[src/rtl/sdt_pkg.sv]
// Shared types for the SDRAM command tracker.
// Assumes: command codes are visible at the top port as a 4-bit number.
package sdt_pkg;
    typedef enum logic [3:0] {
        CMD_NOP   = 4'd0,
        CMD_ACT   = 4'd1,
        CMD_PRE   = 4'd2,
        CMD_PALL  = 4'd3,
        CMD_REF   = 4'd4,
        CMD_SELF  = 4'd5,
        CMD_PDEN  = 4'd6,
        CMD_MRS   = 4'd7,
        CMD_EMRS  = 4'd8,
        CMD_EXIT  = 4'd9,
        CMD_OTHER = 4'd10,
        CMD_IGN   = 4'd11
    } cmd_e;

    typedef enum logic [1:0] {
        PWR_ON   = 2'd0,
        PWR_SREF = 2'd1,
        PWR_PDN  = 2'd2
    } pwr_e;
endpackage

[src/rtl/sdt_cmd_decode.sv]
// Combinational command decoder.
// Classifies the sampled pins using the current and previous CKE level and
// the power state, and decides whether the command may take effect.
// Assumes: any_open reflects the bank table before this edge.
module sdt_cmd_decode
    import sdt_pkg::*;
(
    input  logic cke,
    input  logic cke_d1,
    input  pwr_e pwr,
    input  logic any_open,
    input  logic cs_n,
    input  logic ras_n,
    input  logic cas_n,
    input  logic we_n,
    input  logic a10,
    input  logic ba0,
    output cmd_e code,
    output logic bad,
    output logic exec
);
    logic nop_enc;
    logic ref_enc;

    assign nop_enc = cs_n || (ras_n && cas_n && we_n);
    assign ref_enc = !cs_n && !ras_n && !cas_n && we_n;
    assign exec    = !bad;

    // Map pins plus CKE history to a command code and a legality verdict.
    always_comb begin
        code = CMD_NOP;
        bad  = 1'b0;
        if (pwr != PWR_ON) begin
            if (!cke_d1 && cke) begin
                code = nop_enc ? CMD_EXIT : CMD_IGN;
                bad  = !nop_enc;
            end else begin
                code = CMD_IGN;
            end
        end else if (!cke_d1) begin
            code = CMD_IGN;
        end else if (!cke) begin
            if (ref_enc) begin
                code = CMD_SELF;
                bad  = any_open;
            end else if (nop_enc) begin
                code = CMD_PDEN;
            end else begin
                code = CMD_OTHER;
                bad  = 1'b1;
            end
        end else if (nop_enc) begin
            code = CMD_NOP;
        end else begin
            case ({ras_n, cas_n, we_n})
                3'b011:  code = CMD_ACT;
                3'b010:  code = a10 ? CMD_PALL : CMD_PRE;
                3'b001: begin
                    code = CMD_REF;
                    bad  = any_open;
                end
                3'b000: begin
                    code = ba0 ? CMD_EMRS : CMD_MRS;
                    bad  = any_open;
                end
                default: code = CMD_OTHER;
            endcase
        end
    end
endmodule

[src/rtl/sdt_power_ctl.sv]
// Power-state register and clock-enable history.
// Keeps two past CKE samples, moves between running, self-refresh and
// power-down, and flags a CKE level that was seen on one edge only.
// Assumes: code/exec come from the decoder for the current edge.
module sdt_power_ctl
    import sdt_pkg::*;
(
    input  logic clk,
    input  logic rst_n,
    input  logic cke,
    input  cmd_e code,
    input  logic exec,
    output pwr_e pwr,
    output logic cke_d1,
    output logic cke_violation
);
    logic cke_d2;

    // Shift the CKE history; reset treats the past as high.
    always_ff @(posedge clk) begin
        if (!rst_n) begin
            cke_d1 <= 1'b1;
            cke_d2 <= 1'b1;
        end else begin
            cke_d1 <= cke;
            cke_d2 <= cke_d1;
        end
    end

    // Flag a level that changed again one edge after it appeared.
    always_ff @(posedge clk) begin
        if (!rst_n) cke_violation <= 1'b0;
        else        cke_violation <= (cke != cke_d1) && (cke_d1 != cke_d2);
    end

    // Advance the power state on legal entry and exit commands.
    always_ff @(posedge clk) begin
        if (!rst_n) begin
            pwr <= PWR_ON;
        end else if (exec) begin
            case (code)
                CMD_SELF: pwr <= PWR_SREF;
                CMD_PDEN: pwr <= PWR_PDN;
                CMD_EXIT: pwr <= PWR_ON;
                default:  pwr <= pwr;
            endcase
        end
    end

    AST_WAKE_ON_RISE: assert property (@(posedge clk) disable iff (!rst_n)
        ($past(pwr) != PWR_ON && pwr == PWR_ON) |-> ($past(cke) && !$past(cke_d1)));
endmodule

[src/rtl/sdt_bank_table.sv]
// Per-bank open flag and row latch.
// One register slice per bank; activate opens and stores the row, precharge
// closes one bank, precharge-all and self-refresh entry close every bank.
// Assumes: exec is low for any command that must not take effect.
module sdt_bank_table
    import sdt_pkg::*;
#(
    parameter int NUM_BANKS = 4,
    parameter int ROW_W     = 12,
    localparam int BA_W     = $clog2(NUM_BANKS)
) (
    input  logic                       clk,
    input  logic                       rst_n,
    input  cmd_e                       code,
    input  logic                       exec,
    input  logic [BA_W-1:0]            ba,
    input  logic [ROW_W-1:0]           addr,
    output logic [NUM_BANKS-1:0]       bank_open,
    output logic [NUM_BANKS*ROW_W-1:0] bank_row
);
    for (genvar g = 0; g < NUM_BANKS; g++) begin : g_bank
        logic             open_r;
        logic [ROW_W-1:0] row_r;
        logic             sel;

        assign sel = (ba == BA_W'(g));
        assign bank_open[g] = open_r;
        assign bank_row[g*ROW_W +: ROW_W] = row_r;

        // Update this bank's flag and row from the executed command.
        always_ff @(posedge clk) begin
            if (!rst_n) begin
                open_r <= 1'b0;
                row_r  <= '0;
            end else if (exec) begin
                if (code == CMD_ACT && sel) begin
                    open_r <= 1'b1;
                    row_r  <= addr;
                end else if (code == CMD_PRE && sel) begin
                    open_r <= 1'b0;
                end else if (code == CMD_PALL || code == CMD_SELF) begin
                    open_r <= 1'b0;
                end
            end
        end
    end
endmodule

[src/rtl/sdram_cmd_tracker.sv]
// Top of the SDRAM command and power-state tracker.
// Samples the command pins every edge, decodes with CKE history, updates
// bank, mode-register and power state, and registers the decoded command.
// Assumes: pins are already synchronous to clk.
module sdram_cmd_tracker
    import sdt_pkg::*;
#(
    parameter int NUM_BANKS = 4,
    parameter int ROW_W     = 12,
    parameter int PALL_BIT  = 10,
    localparam int BA_W     = $clog2(NUM_BANKS),
    localparam int MODE_W   = BA_W + ROW_W
) (
    input  logic                       clk,
    input  logic                       rst_n,
    input  logic                       cke,
    input  logic                       cs_n,
    input  logic                       ras_n,
    input  logic                       cas_n,
    input  logic                       we_n,
    input  logic [BA_W-1:0]            ba,
    input  logic [ROW_W-1:0]           addr,
    output logic [3:0]                 cmd_code,
    output logic [BA_W-1:0]            cmd_bank,
    output logic [NUM_BANKS-1:0]       bank_open,
    output logic [NUM_BANKS*ROW_W-1:0] bank_row,
    output logic [MODE_W-1:0]          mode_reg,
    output logic [MODE_W-1:0]          ext_mode_reg,
    output logic [1:0]                 pwr_state,
    output logic                       illegal,
    output logic                       cke_violation
);
    cmd_e dec_code;
    logic dec_bad;
    logic dec_exec;
    logic cke_d1;
    pwr_e pwr;

    sdt_cmd_decode u_dec (
        .cke      (cke),
        .cke_d1   (cke_d1),
        .pwr      (pwr),
        .any_open (|bank_open),
        .cs_n     (cs_n),
        .ras_n    (ras_n),
        .cas_n    (cas_n),
        .we_n     (we_n),
        .a10      (addr[PALL_BIT]),
        .ba0      (ba[0]),
        .code     (dec_code),
        .bad      (dec_bad),
        .exec     (dec_exec)
    );

    sdt_power_ctl u_pwr (
        .clk           (clk),
        .rst_n         (rst_n),
        .cke           (cke),
        .code          (dec_code),
        .exec          (dec_exec),
        .pwr           (pwr),
        .cke_d1        (cke_d1),
        .cke_violation (cke_violation)
    );

    sdt_bank_table #(.NUM_BANKS(NUM_BANKS), .ROW_W(ROW_W)) u_banks (
        .clk       (clk),
        .rst_n     (rst_n),
        .code      (dec_code),
        .exec      (dec_exec),
        .ba        (ba),
        .addr      (addr),
        .bank_open (bank_open),
        .bank_row  (bank_row)
    );

    assign pwr_state = pwr;

    // Register the decoded command, its bank and its legality.
    always_ff @(posedge clk) begin
        if (!rst_n) begin
            cmd_code <= 4'd0;
            cmd_bank <= '0;
            illegal  <= 1'b0;
        end else begin
            cmd_code <= dec_code;
            cmd_bank <= ba;
            illegal  <= dec_bad;
        end
    end

    // Load the selected mode register image on a legal load command.
    always_ff @(posedge clk) begin
        if (!rst_n) begin
            mode_reg     <= '0;
            ext_mode_reg <= '0;
        end else if (dec_exec && dec_code == CMD_MRS) begin
            mode_reg     <= {ba, addr};
        end else if (dec_exec && dec_code == CMD_EMRS) begin
            ext_mode_reg <= {ba, addr};
        end
    end

    AST_ACT_OPENS: assert property (@(posedge clk) disable iff (!rst_n)
        (cmd_code == CMD_ACT) |-> bank_open[cmd_bank]);
    AST_PRE_CLOSES: assert property (@(posedge clk) disable iff (!rst_n)
        (cmd_code == CMD_PRE && !illegal) |-> !bank_open[cmd_bank]);
    AST_PALL_CLOSES: assert property (@(posedge clk) disable iff (!rst_n)
        (cmd_code == CMD_PALL) |-> (bank_open == '0));
    AST_SREF_ALL_IDLE: assert property (@(posedge clk) disable iff (!rst_n)
        (pwr_state == PWR_SREF && $past(pwr_state) != PWR_SREF) |-> (bank_open == '0));
    AST_BAD_LOAD_KEEPS: assert property (@(posedge clk) disable iff (!rst_n)
        (illegal && (cmd_code == CMD_MRS || cmd_code == CMD_EMRS))
            |-> ($stable(mode_reg) && $stable(ext_mode_reg)));
    AST_LOWPWR_FROZEN: assert property (@(posedge clk) disable iff (!rst_n)
        (pwr_state != PWR_ON && $past(pwr_state) == pwr_state)
            |-> ($stable(bank_open) && $stable(bank_row) && $stable(mode_reg)));
endmodule

[config.mk]
export PLATFORM = sky130hd
export DESIGN_NAME = sdram_cmd_tracker
export DESIGN_NICKNAME = d
export VERILOG_FILES = /design/src/rtl/sdt_pkg.sv /design/src/rtl/sdt_cmd_decode.sv /design/src/rtl/sdt_power_ctl.sv /design/src/rtl/sdt_bank_table.sv /design/src/rtl/sdram_cmd_tracker.sv
export SDC_FILE = /design/constraint.sdc
export NUM_CORES = 1
export LEC_CHECK = 0
export BUFFER_PORTS_ARGS = -buffer_cell sky130_fd_sc_hd__buf_4
export CORE_AREA = 2 2 90 92
export DETAILED_ROUTE_END_ITERATION = 10
export DIE_AREA = 0 0 92 94
export PLACE_DENSITY = 0.77
export SETUP_SLACK_MARGIN = 0.15
export SLEW_MARGIN = 20
export SYNTH_ARGS = -nofsm -noshare
export SYNTH_HDL_FRONTEND = slang
export SYNTH_SLANG_ARGS = --single-unit
[constraint.sdc]
create_clock -name clk -period 2.7 [get_ports clk]
set_input_delay 0.405 -clock clk [delete_from_list [all_inputs] [get_ports clk]]
set_output_delay 0.405 -clock clk [all_outputs]
set_load 0.05 [all_outputs]
==> summary.txt, run 1 <==
outcome: finished, final reports clean
CP arrival: 2.49 ns
vias in the first global route: 2979
final hold viol count: 0
clk slew on worst S/H paths: 0.09 ns
Rel. slew slack: 0.410
Finished Cell Area: 4850 um^2
TNS Setup: 0 ns
RSZ-0062 raised after global routing: no
Fin Hold WS: 0.339 ns
dpl ws: 0.176 ns
CTS H-tree lvls: 3
Worst Setup Path Type: flop to flop
Clk Latency, worst-skew pair: 0.35 ns
endpoints failing setup: 0
1st-iter DRT viols: 97
Worst Skew: 0.00993 ns
crit end category: flop
total track usage: 0.213
count of cell types in the netlist: 45
Post-CTS Resized: 0
Avg Synthesized Cell Area: 10.3 um^2
register area share after synthesis: 0.482
core area: 7610 um^2
final cycle utilization of the critical path: 0.851
DP HPWL: 6640 um
Top-Level Pins: 111
first-pass GRT wire length: 14700 um
f_max: 435 MHz
CTS Buf Count: 9
Seq cells post-synth: 92
First-pass DRT Iterations: 4
CTS tree: yes
fin crit period: 2.30 ns
max reg flops: 48
DIE AREA: 8650 um^2
remaining global-route overflow: 0
Power Total: 2.72 mW
routability cong.: 0.862
initial antenna violation count: 0
total wire length: 9120 um
worst min path class: primary input to flop
postcts setup bufs: 0
dpl cell area: 4660 um^2
Post-Place Cells: 563
pwr/cell area: 560 nW/um^2
syn_nets: 391
CP Data Required Time: 2.90 ns
CP Max Fanout: 12
Startpoint Class: flop
vias per cell: 5.22
max-cap violations: 0
Initial Utilization: 0.502
# hold bufs at CTS: 0
post-route ant nets: 0
total clock sinks: 92
Area growth syn-to-layout: 27.1%
die span in x: 92 um
synthesized area: 3820 um^2
Warnings, synthesis: 0
layout net count: 494
number of enable flip-flop cells after synthesis: 0
Root Driver: clkbuf_8
vias: 3022
cell row count: 32
cells after synthesis: 369
Worst IR Drop VDD: 0.318 mV
Finished Core Util: 0.638
ys flop type: dfxtp_1
share of layout cells above drive strength 1: 0.325
I/O Buffers: 110
Worst Tran Pin Value: 0.883 ns
largest net degree at the start of global routing: 54
Max Slew Vio Count: 0
CTS max path bufs: 2
n_diodes: 0
Leakage: 1.96 nW
Synth async-reset ratio: 0
non-filler cells, final: 579
final worst slack: 0.401 ns
wire per inst: 15.7 um
Residual DRC: 0
Die Y-Extent: 94 um
-- per-layer routing --
| layer | vias up | GRT usage | part of all wire |
|---|---|---|---|
| met1 | 1448 | 0.275 | 0.45 |
| li1 | 1471 | - | - |
| met2 | 90 | 0.358 | 0.48 |
| met3 | 13 | 0.0401 | 0.053 |
| met4 | 0 | 0.0746 | 0.017 |
| met5 | - | 0 | 0 |
-- cell families (layout without fill, tap and decap cells) --
logic type / Yosys count / after routing / synth area share
and+or+nand+nor: 130 / 130 / 0.160
DFF: 92 / 92 / 0.482
muxes: 74 / 74 / 0.194
AOI/OAI and AO/OA: 40 / 40 / 0.104
buffers and inverters: 31 / 139 / 0.0538
adders and majority gates: 1 / 1 / 0.00328
xor gates and xnor gates: 1 / 1 / 0.00229
-- synth_stat cells (all sizes together) (2+ instances only) --
cell      n  area (um^2)
inv       6         30.0
and2      2         12.5
o21ai    10         50.0
nand2b    4         25.0
nor4b     3         71.3
nor2     62          238
mux2i    74          741
buf      13          120
dfxtp    92         1840
nor3      7         35.0
a2111oi   8          145
a211oi    4         35.0
a211o     5         46.3
a221oi    2         35.0
nand2    43          161
or2       2         12.5
a21oi     2         10.0
and3      3         18.8
clkbuf   12         55.1
-- cells in the final DEF (no fill, tap or decap), types with 3 or more instances in the layout --
cell type    n
inv_8        3
a211oi_1     3
nor3_1       7
o21ai_0      9
a211o_1      3
nand2_1     43
clkbuf_8    10
buf_4      116
a2111oi_0    4
nor2_1      60
dfxtp_1     92
inv_1        3
and3_1       3
a2111oi_4    4
mux2i_1     74
nand2b_1     4
nor4b_4      3
-- cell type report --
class / count / area [um^2]
Clock buffer: 10 / 138
Clock inverter: 6 / 55.1
Fill cell: 672 / 2750
Inverter: 6 / 30.0
Multi-Input combinational cell: 246 / 1770
Sequential cell: 92 / 1840
Tap cell: 102 / 128
Timing Repair Buffer: 117 / 891
-- where the power goes --
| group | switching [mW] | internal [mW] |
|---|---|---|
| Combinational | 0.285 | 0.138 |
| Clock | 0.509 | 0.380 |
| Sequential | 0.0185 | 1.39 |
-- worst max-delay path: stages (launching register included) --
cell	delay, ns
dfxtp_1	0.37
inv_2	0.07
or3_4	0.37
a211o_2	0.45
a2111oi_4	0.31
buf_4	0.29
mux2i_1	0.23
nor2_1	0.06
-- final timing paths --
check | start | end | slack, ns | depth (start not counted)
worst max-delay path | u_pwr.cke_d1 | u_banks.g_bank[1].row_r[2] | 0.40 | 7
worst min-delay path | ba[0] | cmd_bank[0] | 0.34 | 2
worst max register to register | u_pwr.cke_d1 | u_banks.g_bank[1].row_r[2] | 0.40 | 7
worst min register to register | mode_reg[12] | mode_reg[12] | 0.43 | 2
Note: power is estimated with default switching activity, not from simulation.
==> inputs of run 2 (changes only) <==
ABC_AREA = 1   (was not set)
CORE_AREA = 2 2 114 116   (was 2 2 90 92)
DIE_AREA = 0 0 116 118   (was 0 0 92 94)
PLACE_DENSITY = not set   (was 0.77)
==> run 2 against run 1 <==
Compared with the run above:
- via count is 15% higher
- core utilization is 25 points lower
- final cell count is 29% higher
- maximum frequency is 2.5% higher
- largest cell class unchanged
==> summary.txt, run 2 <==
number of enable flip-flop cells after synthesis: 0
fin crit period: 2.24 ns
total track usage: 0.170
Post-CTS Resized: 0
1st-iter DRT viols: 247
vias in the first global route: 3275
CTS H-tree lvls: 3
cell row count: 41
largest net degree at the start of global routing: 53
Warnings, synthesis: 0
post-route ant nets: 0
CP Max Fanout: 24
Area growth syn-to-layout: 33.7%
share of layout cells above drive strength 1: 0.259
final cycle utilization of the critical path: 0.831
initial antenna violation count: 0
register area share after synthesis: 0.506
n_diodes: 0
CP arrival: 2.44 ns
Rel. slew slack: 0.646
most frequent cell after synthesis: nand2_1
layout net count: 594
Avg Synthesized Cell Area: 7.68 um^2
core area: 12400 um^2
Worst IR Drop VDD: 0.255 mV
CTS tree: yes
flop-to-flop setup slack: 0.46 ns
vias: 3462
Leakage: 2.13 nW
top cells by count, synth: nand2_1, dfxtp_1, a21oi_1
Reg2Reg Depth: 10
Synth async-reset ratio: 0
Post-Place Cells: 733
CTS Buf Count: 9
total clock sinks: 92
# hold bufs at CTS: 0
synth top area cells: dfxtp_1, nand2_1, a21oi_1
dpl ws: 0.328 ns
Max Slew Vio Count: 0
Sequential Power Share: 0.425
Yosys top cell area share: 0.506
final hold viol count: 0
cell taking the most area after synthesis: dfxtp_1
vias per cell: 4.63
max-cap violations: 0
Seq cells post-synth: 92
postcts setup bufs: 0
pwr/cell area: 705 nW/um^2
ys flop type: dfxtp_1
f_max: 446 MHz
Hold Path Depth: 3
met3 WL post-DR: 743 um
Internal: 2.40 mW
Clock power frac: 0.384
total wire length: 11400 um
most frequent cells in the layout: buf_4, nand2_1, dfxtp_1, a21oi_1, nand3_1
Worst Tran Pin Value: 0.531 ns
DP HPWL: 8090 um
Residual DRC: 0
wire per inst: 15.3 um
crit end category: flop
reg2reg start: u_pwr.pwr[1]
routability cong.: 0.881
non-filler cells, final: 748
cells after synthesis: 474
Worst Hold Launch: ba[1]
final worst slack: 0.457 ns
met2 wire length: 5400 um
worst min path class: primary input to flop
clk slew on worst S/H paths: 0.06 ns
Startpoint Class: flop
Met1 Wirelength: 5190 um
r2r endpoint: u_banks.g_bank[1].row_r[8]
Hold Crit Endpoint: cmd_bank[1]
count of cell types in the netlist: 29
I/O Buffers: 110
Worst Skew: 0.00860 ns
max reg flops: 48
DIE AREA: 13700 um^2
TNS Setup: 0 ns
synthesized area: 3640 um^2
Logic pwr share: 0.191
Root Driver: clkbuf_16
Initial Utilization: 0.293
outcome: finished, final reports clean
Worst Setup Path Type: flop to flop
first-pass GRT wire length: 17700 um
most common cell after layout, fill and taps aside: buf_4
syn_nets: 496
Top-Level Pins: 111
endpoints failing setup: 0
CP Data Required Time: 2.90 ns
RSZ-0062 raised after global routing: no
Psw: 1.03 mW
First-pass DRT Iterations: 4
Die Y-Extent: 118 um
Clk Latency, worst-skew pair: 0.34 ns
Sw Share: 0.300
remaining global-route overflow: 0
CTS max path bufs: 2
top sig layer: met4
die span in x: 116 um
## run 2: changes by cell type after synthesis, sizes merged, moves of 14 or more
cell	delta
mux2i	-74
a21oi	+65
nand3	+60
nand2	+54
inv	+29
o21ai	+23
nor2	-14
## run 2: worst max path at each step
stage,startpoint,endpoint,slack [ns],depth (start not counted)
after floorplan,u_pwr.pwr[1],u_banks.g_bank[2].row_r[10],0.78,11
after global placement,ras_n,u_banks.g_bank[1].row_r[10],0.38,13
after detailed placement,ras_n,u_banks.g_bank[1].row_r[8],0.33,13
after CTS,u_pwr.pwr[1],u_banks.g_bank[1].row_r[8],0.47,10
after global routing,u_pwr.pwr[1],u_banks.g_bank[1].row_r[11],0.22,10
final,u_pwr.pwr[1],u_banks.g_bank[1].row_r[8],0.46,10
## run 2: final cells by class
type | count | area (um^2)
well taps | 172 | 215
multi-input cells | 315 | 1490
fillers | 1350 | 7540
clock buffers | 10 | 229
inverters | 37 | 140
clock inverters | 5 | 77.6
flip-flops and latches | 92 | 1840
repair buffers | 117 | 878
## run 2: cell families (layout without fill, tap and decap cells)
logic type	after synthesis	after routing	share of synthesized area
AND/OR/NAND/NOR	212	212	0.259
AO/OA/AOI/OAI	102	102	0.146
flip-flops	92	92	0.506
buffers and inverters	67	169	0.0859
adder cells (fa/ha/maj)	1	1	0.00343
## run 2: metrics by stage
step	total power, mW	utilization	instance area (um^2)	hold slack, ns
2_1_floorplan	1.94	-	3640	0.409
3_3_place_gp	2.14	0.368	4560	0.426
3_5_place_dp	2.15	0.368	4560	0.433
4_1_cts	3.47	0.392	4870	0.314
5_1_grt	3.58	0.392	4870	0.347
6_report	3.43	0.392	4870	0.323
## run 2: routing by layer
metal  track usage  vias to the layer above
met1         0.227                     1593
met5             0                        -
met2         0.264                      112
li1              -                     1745
met3        0.0366                       12
met4        0.0685                        0
## run 2: power by group through the flow
stage	Clock (mW)	Combinational, mW	Sequential [mW]
after global placement	0	0.654	1.49
after detailed placement	0	0.659	1.49
after CTS	1.35	0.661	1.46
after floorplan	0	0.244	1.69
after global routing	1.41	0.710	1.47
final	1.32	0.656	1.46
## run 2: critical path, stage by stage (launching register included)
cell      delay [ns]
dfxtp_1         0.34
nor2_2          0.17
inv_1           0.10
nor2_2          0.18
nand3_2         0.16
nor2_4          0.18
nand3_2         0.11
clkinv_2        0.24
nand2_1         0.38
nand2_1         0.16
a21oi_1         0.08
==> inputs of run 3 (changes only) <==
clock period = 1.94 ns   (was 2.7 ns; I/O delays follow)
==> run 3 against run 2 <==
Compared with the run above:
- clock skew decreased by 0.0015 ns
- critical path depth up 1
- maximum frequency is 25% higher
- register-to-register slack got worse by 0.31 ns
- combinational power increased by 78%
- sequential cell count unchanged
- setup slack got worse by 0.31 ns
- sequential power rose by 39%
- hold slack worse by 0.11 ns
- non-clock buffer count is 41 higher
- first-iteration DRC count is 0.40% higher
- critical path type unchanged
- largest cell class unchanged
- largest power group unchanged
==> summary.txt, run 3 (synthesized netlist as in run 2, its figures left out) <==
post-route ant nets: 0
CTS Buf Count: 9
non-filler cells, final: 789
most frequent cells in the layout: buf_4, dfxtp_1, nand2_1, nand3_1, a21oi_1
CP Max Fanout: 8
Top-Level Pins: 111
r2r endpoint: u_banks.g_bank[0].row_r[8]
Reg2Reg Depth: 11
First-pass DRT Iterations: 4
Max Slew Vio Count: 0
Worst Tran Pin Value: 0.529 ns
n_diodes: 0
CTS H-tree lvls: 3
Worst Skew: 0.00711 ns
clk slew on worst S/H paths: 0.06 ns
Worst Setup Path Type: flop to flop
fin crit period: 1.79 ns
core area: 12400 um^2
Worst IR Drop VDD: 0.420 mV
remaining global-route overflow: 0
Post-Place Cells: 752
Finished Core Util: 0.460
share of layout cells above drive strength 1: 0.413
layout net count: 635
Root Driver: clkbuf_16
CTS tree: yes
Rel. slew slack: 0.646
pwr/cell area: 850 nW/um^2
final cycle utilization of the critical path: 0.922
Initial Utilization: 0.293
most common cell after layout, fill and taps aside: buf_4
# hold bufs at CTS: 0
Die Y-Extent: 118 um
reg2reg start: u_pwr.pwr[0]
f_max: 559 MHz
Residual DRC: 0
total track usage: 0.176
CP arrival: 2.00 ns
max reg flops: 48
die span in x: 116 um
first-pass GRT wire length: 18400 um
flop-to-flop setup slack: 0.15 ns
largest net degree at the start of global routing: 61
total clock sinks: 92
TNS Setup: 0 ns
max-cap violations: 0
outcome: finished, final reports clean
Area growth syn-to-layout: 57.0%
Worst Setup SP: u_pwr.pwr[0]
wire per inst: 15.9 um
final worst slack: 0.152 ns
endpoints failing setup: 0
crit end category: flop
Fin Hold WS: 0.212 ns
final hold viol count: 0
CP Data Required Time: 2.16 ns
Finished Cell Area: 5720 um^2
Setup crit end: u_banks.g_bank[0].row_r[8]
Power Total: 4.86 mW
dpl ws: 0.00129 ns
cell row count: 41
Startpoint Class: flop
worst min path class: primary input to flop
CTS max path bufs: 2
1st-iter DRT viols: 248
vias: 3707
RSZ-0062 raised after global routing: yes
dpl cell area: 4780 um^2
Leakage: 2.43 nW
total wire length: 12600 um
Fill cells: 1236
I/O Buffers: 110
routability cong.: 0.886
DP HPWL: 8100 um
DIE AREA: 13700 um^2
initial antenna violation count: 0
vias per cell: 4.70
vias in the first global route: 3457
Clk Latency, worst-skew pair: 0.34 ns
run 3: cell count changes in the layout (fill, tap and decap cells not counted), moves of 8 or more:
cell / previous run / this run
nand2_2: 2 / 13
nand2_1: 95 / 73
a21oi_1: 64 / 47
nand3_1: 59 / 51
nand2_4: 0 / 8
a21oi_2: 3 / 19
buf_4: 117 / 138
run 3: area by class of cell:
class | count | area (um^2) | share of cell area
repair buffers | 158 | 1420 | 0.248
clock inverters | 4 | 25.0 | 0.00438
clock buffers | 11 | 253 | 0.0442
flip-flops and latches | 92 | 1850 | 0.323
well taps | 172 | 215 | 0.0376
multi-input cells | 315 | 1800 | 0.315
inverters | 37 | 154 | 0.0269
run 3: report_power, final:
group          internal [mW]  switching (mW)
clock network          0.927           0.726
registers               1.98          0.0556
logic                  0.413           0.758
total                   3.32            1.54
run 3: worst min-delay path by stage:
stage	slack, ns	cells past startpoint	end	startpoint
2_1_floorplan	0.38	2	cmd_bank[0]	ba[0]
3_3_place_gp	0.45	2	u_banks.g_bank[1].row_r[5]	u_banks.g_bank[1].row_r[5]
3_5_place_dp	0.45	2	u_banks.g_bank[0].row_r[5]	u_banks.g_bank[0].row_r[5]
4_1_cts	0.20	3	cmd_bank[1]	ba[1]
5_1_grt	0.23	3	cmd_bank[1]	ba[1]
6_report	0.21	3	cmd_bank[1]	ba[1]
run 3: worst max-delay path: stages (launching register included):
cell and delay (ns):
dfxtp_4 0.36, nor2_4 0.13, inv_2 0.07, nor2_4 0.17
buf_4 0.15, nand2_4 0.09, nand3_4 0.14, clkinv_8 0.13
buf_12 0.15, buf_8 0.12, nand3_1 0.09, a21oi_2 0.06
run 3: per-layer routing:
metal	up-vias	global-route usage	routed length, um
met3	13	0.0433	719
met5	-	0	0
met4	0	0.0543	172
met1	1762	0.233	5680
li1	1828	-	-
met2	104	0.281	6000
run 3: timing repair:
| action | in CTS | in global routing |
|---|---|---|
| cloned | 1 | 8 |
| resized for setup | 10 | 94 |
| endpoints found under the hold margin | 0 | 0 |
| setup buffers | 1 | 12 |
| setup endpoints to repair | 74 | 79 |
| pin swaps | 1 | 38 |
